==> src/rtl/rfb_pkg.sv <==
package rfb_pkg;

   // Source chosen by a read port for its output word.
   typedef enum logic [1:0] {
      RSRC_ZERO  = 2'd0,
      RSRC_ARRAY = 2'd1,
      RSRC_WRITE = 2'd2
   } rsrc_e;

endpackage

==> src/rtl/rfb_wdec.sv <==
// Write-address decoder: one enable per stored entry (entry 0 has none).
module rfb_wdec #(
   parameter int NUM_REGS = 32,
   parameter int ADDR_W   = 5
) (
   input  logic                  we,
   input  logic [ADDR_W-1:0]     waddr,
   output logic [NUM_REGS-1:1]   sel
);

   for (genvar i = 1; i < NUM_REGS; i++) begin : g_sel
      assign sel[i] = we && (waddr == ADDR_W'(i));
   end

endmodule

==> src/rtl/rfb_store.sv <==
// Storage array: entry 0 is a constant, the others are reset-cleared flops.
module rfb_store #(
   parameter int DATA_W   = 32,
   parameter int NUM_REGS = 32
) (
   input  logic                         clk,
   input  logic                         rst_n,
   input  logic [NUM_REGS-1:1]          sel,
   input  logic [DATA_W-1:0]            wdata,
   output logic [NUM_REGS*DATA_W-1:0]   regs_flat
);

   assign regs_flat[DATA_W-1:0] = '0;

   for (genvar i = 1; i < NUM_REGS; i++) begin : g_entry
      logic [DATA_W-1:0] q;

      always_ff @(posedge clk or negedge rst_n) begin
         if (!rst_n) begin
            q <= '0;
         end else if (sel[i]) begin
            q <= wdata;
         end
      end

      assign regs_flat[i*DATA_W +: DATA_W] = q;
   end

endmodule

==> src/rtl/rfb_rport.sv <==
// One read port: array mux plus optional same-cycle write-through.
module rfb_rport
   import rfb_pkg::*;
#(
   parameter int DATA_W    = 32,
   parameter int NUM_REGS  = 32,
   parameter int ADDR_W    = 5,
   parameter bit BYPASS_EN = 1'b1
) (
   input  logic [ADDR_W-1:0]            raddr,
   input  logic [NUM_REGS*DATA_W-1:0]   regs_flat,
   input  logic                         we,
   input  logic [ADDR_W-1:0]            waddr,
   input  logic [DATA_W-1:0]            wdata,
   output logic [DATA_W-1:0]            rdata
);

   logic              hit;
   logic              is_zero;
   logic [DATA_W-1:0] stored;
   rsrc_e             src;

   assign is_zero = (raddr == '0);

   if (BYPASS_EN) begin : g_bypass
      assign hit = we && (waddr != '0) && (waddr == raddr);
   end else begin : g_plain
      assign hit = 1'b0;
   end

   always_comb begin
      stored = '0;
      for (int i = 1; i < NUM_REGS; i++) begin
         if (raddr == ADDR_W'(i)) begin
            stored = regs_flat[i*DATA_W +: DATA_W];
         end
      end
   end

   always_comb begin
      if (is_zero) begin
         src = RSRC_ZERO;
      end else if (hit) begin
         src = RSRC_WRITE;
      end else begin
         src = RSRC_ARRAY;
      end
   end

   always_comb begin
      unique case (src)
         RSRC_ZERO:  rdata = '0;
         RSRC_WRITE: rdata = wdata;
         default:    rdata = stored;
      endcase
   end

endmodule

==> src/rtl/regfile_wt.sv <==
// Multi-port register file with write-through read bypass and constant entry 0.
module regfile_wt #(
   parameter int DATA_W    = 32,
   parameter int NUM_REGS  = 32,
   parameter int ADDR_W    = $clog2(NUM_REGS),
   parameter int RD_PORTS  = 2,
   parameter bit BYPASS_EN = 1'b1
) (
   input  logic                         clk,
   input  logic                         rst_n,
   input  logic                         wr_en,
   input  logic [ADDR_W-1:0]            wr_addr,
   input  logic [DATA_W-1:0]            wr_data,
   input  logic [RD_PORTS*ADDR_W-1:0]   rd_addr,
   output logic [RD_PORTS*DATA_W-1:0]   rd_data
);

   localparam int STORE_W = NUM_REGS * DATA_W;

   // Elaboration-time parameter checks
   if (DATA_W < 1) begin : g_chk_data
      $error("regfile_wt: DATA_W must be at least 1");
   end
   if (NUM_REGS < 2) begin : g_chk_regs
      $error("regfile_wt: NUM_REGS must be at least 2");
   end
   if ((2 ** ADDR_W) < NUM_REGS) begin : g_chk_addr
      $error("regfile_wt: ADDR_W too narrow for NUM_REGS");
   end
   if (RD_PORTS < 1) begin : g_chk_ports
      $error("regfile_wt: RD_PORTS must be at least 1");
   end

   logic [NUM_REGS-1:1] wsel;
   logic [STORE_W-1:0]  regs_flat;

   rfb_wdec #(
      .NUM_REGS (NUM_REGS),
      .ADDR_W   (ADDR_W)
   ) wdec_i (
      .we    (wr_en),
      .waddr (wr_addr),
      .sel   (wsel)
   );

   rfb_store #(
      .DATA_W   (DATA_W),
      .NUM_REGS (NUM_REGS)
   ) store_i (
      .clk       (clk),
      .rst_n     (rst_n),
      .sel       (wsel),
      .wdata     (wr_data),
      .regs_flat (regs_flat)
   );

   for (genvar p = 0; p < RD_PORTS; p++) begin : g_rport
      rfb_rport #(
         .DATA_W    (DATA_W),
         .NUM_REGS  (NUM_REGS),
         .ADDR_W    (ADDR_W),
         .BYPASS_EN (BYPASS_EN)
      ) rport_i (
         .raddr     (rd_addr[p*ADDR_W +: ADDR_W]),
         .regs_flat (regs_flat),
         .we        (wr_en),
         .waddr     (wr_addr),
         .wdata     (wr_data),
         .rdata     (rd_data[p*DATA_W +: DATA_W])
      );
   end

endmodule

==> config.mk <==
export PLATFORM = sky130hd
export DESIGN_NAME = regfile_wt
export DESIGN_NICKNAME = d
export VERILOG_FILES = /design/src/rtl/rfb_pkg.sv /design/src/rtl/rfb_wdec.sv /design/src/rtl/rfb_store.sv /design/src/rtl/rfb_rport.sv /design/src/rtl/regfile_wt.sv
export SDC_FILE = /design/constraint.sdc
export NUM_CORES = 2
export LEC_CHECK = 0
export ABC_AREA = 1
export ABC_CLOCK_PERIOD_IN_PS = 4440
export BUFFER_PORTS_ARGS = -buffer_cell sky130_fd_sc_hd__buf_2
export CORE_MARGIN = 2
export CORE_UTILIZATION = 30
export DETAILED_ROUTE_END_ITERATION = 12
export GPL_TIMING_DRIVEN = 0
export PLACE_DENSITY_LB_ADDON = 0.3
export SKIP_LAST_GASP = 1
export SYNTH_ARGS = -nofsm -noshare
export SYNTH_HDL_FRONTEND = slang
export SYNTH_SLANG_ARGS = --single-unit
==> constraint.sdc <==
create_clock -name clk -period 4.44 [get_ports clk]
set_input_delay 0.222 -clock clk [delete_from_list [all_inputs] [get_ports clk]]
set_output_delay 0.222 -clock clk [all_outputs]
set_load 0.01 [all_outputs]
After elaboration in Yosys (flattened, before gate mapping)
Cells that the tools add are included.
W data, S select, Z words.
{ "op_classes": {"bitwise_logic": 0, "magnitude_cmp": 0, "n_addsub": 0, "mux": 68, "mul": 0, "reduce_logical": 39, "eq_ne": 97, "div": 0, "shifts": 0} }
{ "op_table": {"columns": ["operator", "count"], "rows": [
  ["$mux W32", 62],
  ["$eq A5 B5 Y1 const B", 48],
  ["$pmux W32 S2", 2],
  ["$eq A5 B4 Y1 const B", 24],
  ["$eq A5 B3 Y1 const B", 12],
  ["$logic_and A1 B1 Y1", 34],
  ["$eq A5 B2 Y1 const B", 6],
  ["$eq A5 B1 Y1 const B", 3],
  ["$eq A5 B5 Y1", 2],
  ["$logic_not A5 Y1", 2],
  ["$mux W2", 4],
  ["$reduce_bool A5 Y1", 1],
  ["$eq A2 B2 Y1 const B", 2],
  ["$logic_not A2 Y1", 2]
]} }
{ "word_totals": {"register_bits": 992, "mem_bits_rw": 0, "input_bits": 50, "word_cells": 235, "n_memories": 0, "latchBits": 0, "rom_bits": 0} }

Longest topological paths before layout
{ "logic_depth": {"word_depth": 33, "mapped_depth": 24, "depth_no_buf": 24} }

Cells and area by module
A second synthesis with hierarchy kept.
{ "unflattened": {"cells_unflattened": 8603, "area_unflattened_um2": 58159.5} }
{ "modules_own_cells": {"columns": ["mod", "area_each_um2", "cells_each", "instances"], "rows": [
  ["rfb_store", 39968.3, 4345, 1],
  ["rfb_rport", 8961.1, 2096, 2],
  ["rfb_wdec", 269.0, 66, 1]
]} }

Least setup slack after synthesis
Ideal clock, no wire load.
{ "synth_path": {"path_kind": "input to output", "from": "input port rd_addr[9]", "to": "output port rd_data[41]", "path_buffers": 3, "t_required_ns": 4.218, "slack_ns": 2.077, "path_stages": 24, "arrival_ns": 2.141, "cell_sequence": "buf_2 -> inv_2 -> buf_2 -> buf_2 -> nand4_1 -> nand2_1 -> nor2_1 -> nand4_1 -> nand2_1 -> nand4_1 -> nor2_1 -> nand4_1 -> nor2_1 -> nand3_1 -> nand2_1 -> nand3_1 -> nand2_1 -> nand4_1 -> nor2_1 -> nand4_1 -> nor2_1 -> nand3_1 -> nand2_1 -> nand2_1"} }
{ "synth_between": {"elab_chain_cells": 33, "word_cells_on_any_way": 70, "classes_between": "eq/ne: 33; mux: 34; reduce/logical: 3"} }
{ "synth_lines": {"columns": ["element", "line_no", "rtl"], "rows": [
  ["start, declared", "regfile_wt.sv:14", "input logic [RD_PORTS*ADDR_W-1:0] rd_addr,"],
  ["$eq A5 B1 Y1", "rfb_rport.sv:34", "if (raddr == ADDR_W'(i)) begin"],
  ["$mux W32 (31 in series)", "rfb_rport.sv:34", null],
  ["$pmux W32 S2 *", "rfb_rport.sv:51", "unique case (src)"],
  ["end, declared", "regfile_wt.sv:15", "output logic [RD_PORTS*DATA_W-1:0] rd_data"]
]} }
Mark *: on every way between the ends. The rest lies on a longest branch, timed or not.

Worst setup path after layout
{ "layout_path": {"from": "register store_i.g_entry[3].q[8]", "to": "output port rd_data[8]"} }
{ "layout_between": {"elab_chain_cells": 30} }
{ "layout_lines": {"columns": ["element", "line_no", "rtl"], "rows": [
  ["start, declared", "rfb_store.sv:16", "logic [DATA_W-1:0] q;"],
  ["start signal, assigned", "rfb_store.sv:22", "q <= wdata;"],
  ["$mux W32 (29 in series)", "rfb_rport.sv:34", null],
  ["$pmux W32 S2", "rfb_rport.sv:51", null]
]} }
Every way passes these cells.

==> impl.org <==
** Yosys
- The cell area that synthesis handed to floorplanning was approximately 0.052 mm².
- The synthesized design contains 0 enable-type register cells.
- Dividing the synthesized area by the synthesized cell count gives between 7 and 8 µm².
- For this run, the leading register cell type out of synthesis is dfrtp_1.
- Proportion of synthesized chip area in sequential cells :: 0.479
- After synthesis, the cell types taking the most area are dfrtp_1, nand2_1, o21ai_0, nor2_1, nand4_1.
- Top cell type's share of synthesized area :: 0.479
- Cell count after synthesis :: around 7400
- Number of warnings reported in the yosys synthesis log :: 0
- Net Count, Synth :: approximately 7400
- Cell variety after synth :: 32
- Cell taking the most area after synthesis :: dfrtp_1
- Proportion of register bits with asynchronous set or reset after synthesis :: 1.00
- Counting flops and latches in the post-synthesis netlist gives a little under 1000.

** Route
- Dividing the detail-routed wire length by the instance count gives between 20 and 30 µm.
- The detailed router placed approximately 56000 vias in this run.
- Post-route antenna net violation count :: 0
- For this run, the detailed router's first-pass iteration total came to 6.
- Iteration-0 DRC count of the detailed router :: about 8600
- Aggregate routed wire length :: 293000 µm
- Dividing the detail-routed via count by the number of cells gives 5.56.
- After detailed routing, the number of remaining DRC violations is 0.

** Worst setup path
- Worst reg-to-reg setup slack :: 3.54 ns
- For this design, the slowest cell found on the critical path is dfrtp_1.
- In this run the critical register-to-register path is launched from store_i.g_entry[2].q[12].
- In this run the worst setup path begins at store_i.g_entry[3].q[8].
- Cell type with the highest occurrence count on the critical path :: nand4_1
- The largest single stage delay on the critical path is between 0.3 and 0.4 ns.
- Worst setup EP type :: output port
- CP Max Fanout :: 2
- The worst setup path is of the reg2out kind.
- Worst path arrival time :: ~4.8 ns
- The worst register-to-register path ends at store_i.g_entry[2].q[12].
- The critical path ends at rd_data[8].
- STA classifies the critical path startpoint as a flip-flop.
- Data on the critical path is required at its endpoint by ~4.2 ns.
- Logic depth of the worst register-to-register path :: 3
- Critical path cell sequence :: inv_1, nor2_1, nor2_4, nand4_1, nand2_1, nand4_1, nor2_2, nand4_1, nor2_2, nand4_1, nor2_2, nand4_1, nor2_4, nand4_1, nor2_4, nand4_1, nand2_1, nand2_1, buf_2

** Place
- Input and output buffers added on the ports amount to about 110.
- Number of placed instances with taps included :: a little under 10000
- Summed over all nets, the half-perimeter wirelength after detailed placement is about 220000 µm.
- Pre-CTS setup slack :: -1.24 ns
- Final estimated routing congestion in global placement :: approximately 1.0

** Global route
- Global routing usage on met3 :: 0.0868
- The via count of the first global-routing pass is roughly 50000.
- In the global route stage, met2 resource usage came out at 0.455.
- Congestion Overflow GR :: 0
- In the global route stage, overall resource usage came out at 0.326.
- Largest net degree at the start of global routing :: about 160
- The number of antenna violations at the first check in global routing is 32.
- Most Used Layer, Global Route :: met2
- In the global route stage, met1 resource usage came out at 0.432.
- Global-route wire length before repair :: about 400000 µm

** Clock tree
- The longest clock path from root to sink contains 3 buffers.
- Clock sink count :: 992
- Number of buffers inserted during clock tree synthesis :: 113
- CTS HTree Levels :: 3
- Reg clk slew, reported paths :: 0.06 ns
- Clk root buf :: clkbuf_16
- Clk Latency, worst-skew pair :: approximately 0.77 ns
- TritonCTS built the clock tree.

** Layout
- Flip-flop count of the largest register after layout :: slightly below 1000
- Commonest cells after routing, fill and taps aside :: nand2_1, o21ai_0, dfrtp_1
- More flip-flops sit in one register than any other, and that register is store_i.g_entry.q.
- Registers with the most flip-flops :: store_i.g_entry.q: 992 flops
- The multi-input combinational cells in the finished layout cover a total of 0.0249 mm².
- Layout cells sized above 1 :: 0.114
- Once layout is complete, the cells apart from fillers number 10027.
- Leading cell type in the layout, fill and taps excluded :: nand2_1
- Layout overhead on the synthesized area :: 18.8%
- In the final design database the tool counted approximately 7700 nets.
- The filler cells instantiated in the layout total about 18000.
- Register Area :: 0.0248 mm²

** Floorplanning
- From bottom edge to top edge, the die measures about 420 µm.
- Number of top-level pins :: approximately 110
- The initial utilization of the core area, before any placement, comes to 0.302.
- The floorplan step set the die width to between 400 and 500 µm.
- The floorplan has about 150 rows.
- Floorplan core area :: approximately 0.17 mm²
- Overall die area :: about 0.18 mm²

** STA
- After layout, the worst setup slack is -0.583 ns.
- Number of hold-slack violations in the final timing report :: 0
- Unrepaired setup endpoints after global routing :: true
- Of the available clock period, the critical path in the final layout requires 1.13.
- Final-report max-slew violation count :: 58
- Across the routed clock network, the largest skew measured is 0 ns.
- Worst Tran Pin Value :: roughly 1.6 ns
- On the final layout, the worst hold slack is roughly 0.06 ns.
- For the final routed database, the setup TNS stands at -12.61 ns.
- Highest clock rate :: approximately 200 MHz
- Max-slew headroom at the worst pin :: -0.0461
- Crit path time final :: 5.02 ns
- Number of setup violations in the final report :: 50

** Power and ir drop
- Worst-case vdd ir drop :: 0.322 mV
- Power per cell area :: around 440 mW/mm²
- In this run the static leakage power is 27.4 nW.

** Hold path
- The tightest min-delay check is of the in2async type.

** Status
- The checks that failed: max-capacitance violations, max-slew violations, negative setup slack.
- The run finished, with violations left.

** Run
- Max-cap violations in this run came to 5.
Yosys cell counts, drive strengths merged (33+ instances only):
| cell type | number |
|---|---|
| or2 | 33 |
| nor3 | 34 |
| inv | 528 |
| a21oi | 140 |
| dfrtp | 992 |
| nor2 | 770 |
| nand2 | 2790 |
| o21ai | 1062 |
| nand4 | 427 |
| nand3 | 60 |
| buf | 48 |
| clkbuf | 450 |
timing repair:
action	4_1_cts	5_1_grt
hold buffers	14	0
pin swaps	200	348
endpoints found under the setup margin	63	64
hold endpoints to repair	148	0
gates resized for setup	438	187
setup buffers	2	6
logic make-up after synthesis:
logic type,after synthesis,share of synthesized area
xor gates and xnor gates,9,0.00152
AOI/OAI and AO/OA,1205,0.117
buffers and inverters,1030,0.0764
DFF,992,0.479
and+or+nand+nor,4122,0.326
worst min path at each step:
stage	cells past startpoint	start	slack, ns	endpoint
after global routing	3	wr_data[20]	0.07	store_i.g_entry[17].q[20]
final	2	rst_n	0.06	store_i.g_entry[4].q[8]
after global placement	2	store_i.g_entry[15].q[21]	0.46	store_i.g_entry[15].q[21]
after floorplan	0	rst_n	-0.07	store_i.g_entry[10].q[0]
after detailed placement	1	rst_n	0.31	store_i.g_entry[4].q[8]
after CTS	3	wr_data[20]	0.01	store_i.g_entry[17].q[20]
through the flow:
stage / util / power, mW / cell area (µm²)
floorplan: - / 14.1 / 51800
global placement: 0.322 / 16.5 / 55200
detailed placement: 0.323 / 16.6 / 55400
CTS: 0.355 / 26.7 / 60900
global route: 0.358 / 28.0 / 61500
finish: 0.359 / 27.1 / 61500
routing by layer:
layer | wire length (µm) | vias to the layer above
met4 | 24800 | 10
met2 | 119000 | 3615
li1 | - | 23995
met3 | 34100 | 746
met5 | 187 | -
met1 | 115000 | 27384
power by group:
| group | switching (mW) | leakage, nW | internal, mW | total (mW) |
|---|---|---|---|---|
| clock | 4.36 | 1.91 | 5.66 | 10.0 |
| sequential | 1.38 | 12.9 | 10.7 | 12.1 |
| combinational | 3.53 | 12.6 | 1.42 | 4.94 |
| total | 9.27 | 27.4 | 17.8 | 27.1 |
critical path, delay by kind of cell (launching register included):
kind | cells | cell delay (ns)
and+or+nand+nor | 17 | 3.39
DFF | 1 | 0.37
buffers and inverters | 2 | 0.25
area by class of cell:
cell class                 count  share of cell area
inverter                     532              0.0325
tap                         2310              0.0470
timing repair buffer         135              0.0159
antenna                       16            0.000651
sequential                   992               0.404
multi-input combinational   5336               0.405
buffer                       498              0.0326
clock buffer                 162              0.0539
clock inverter                46             0.00873
(Power assumes the default switching activity.)
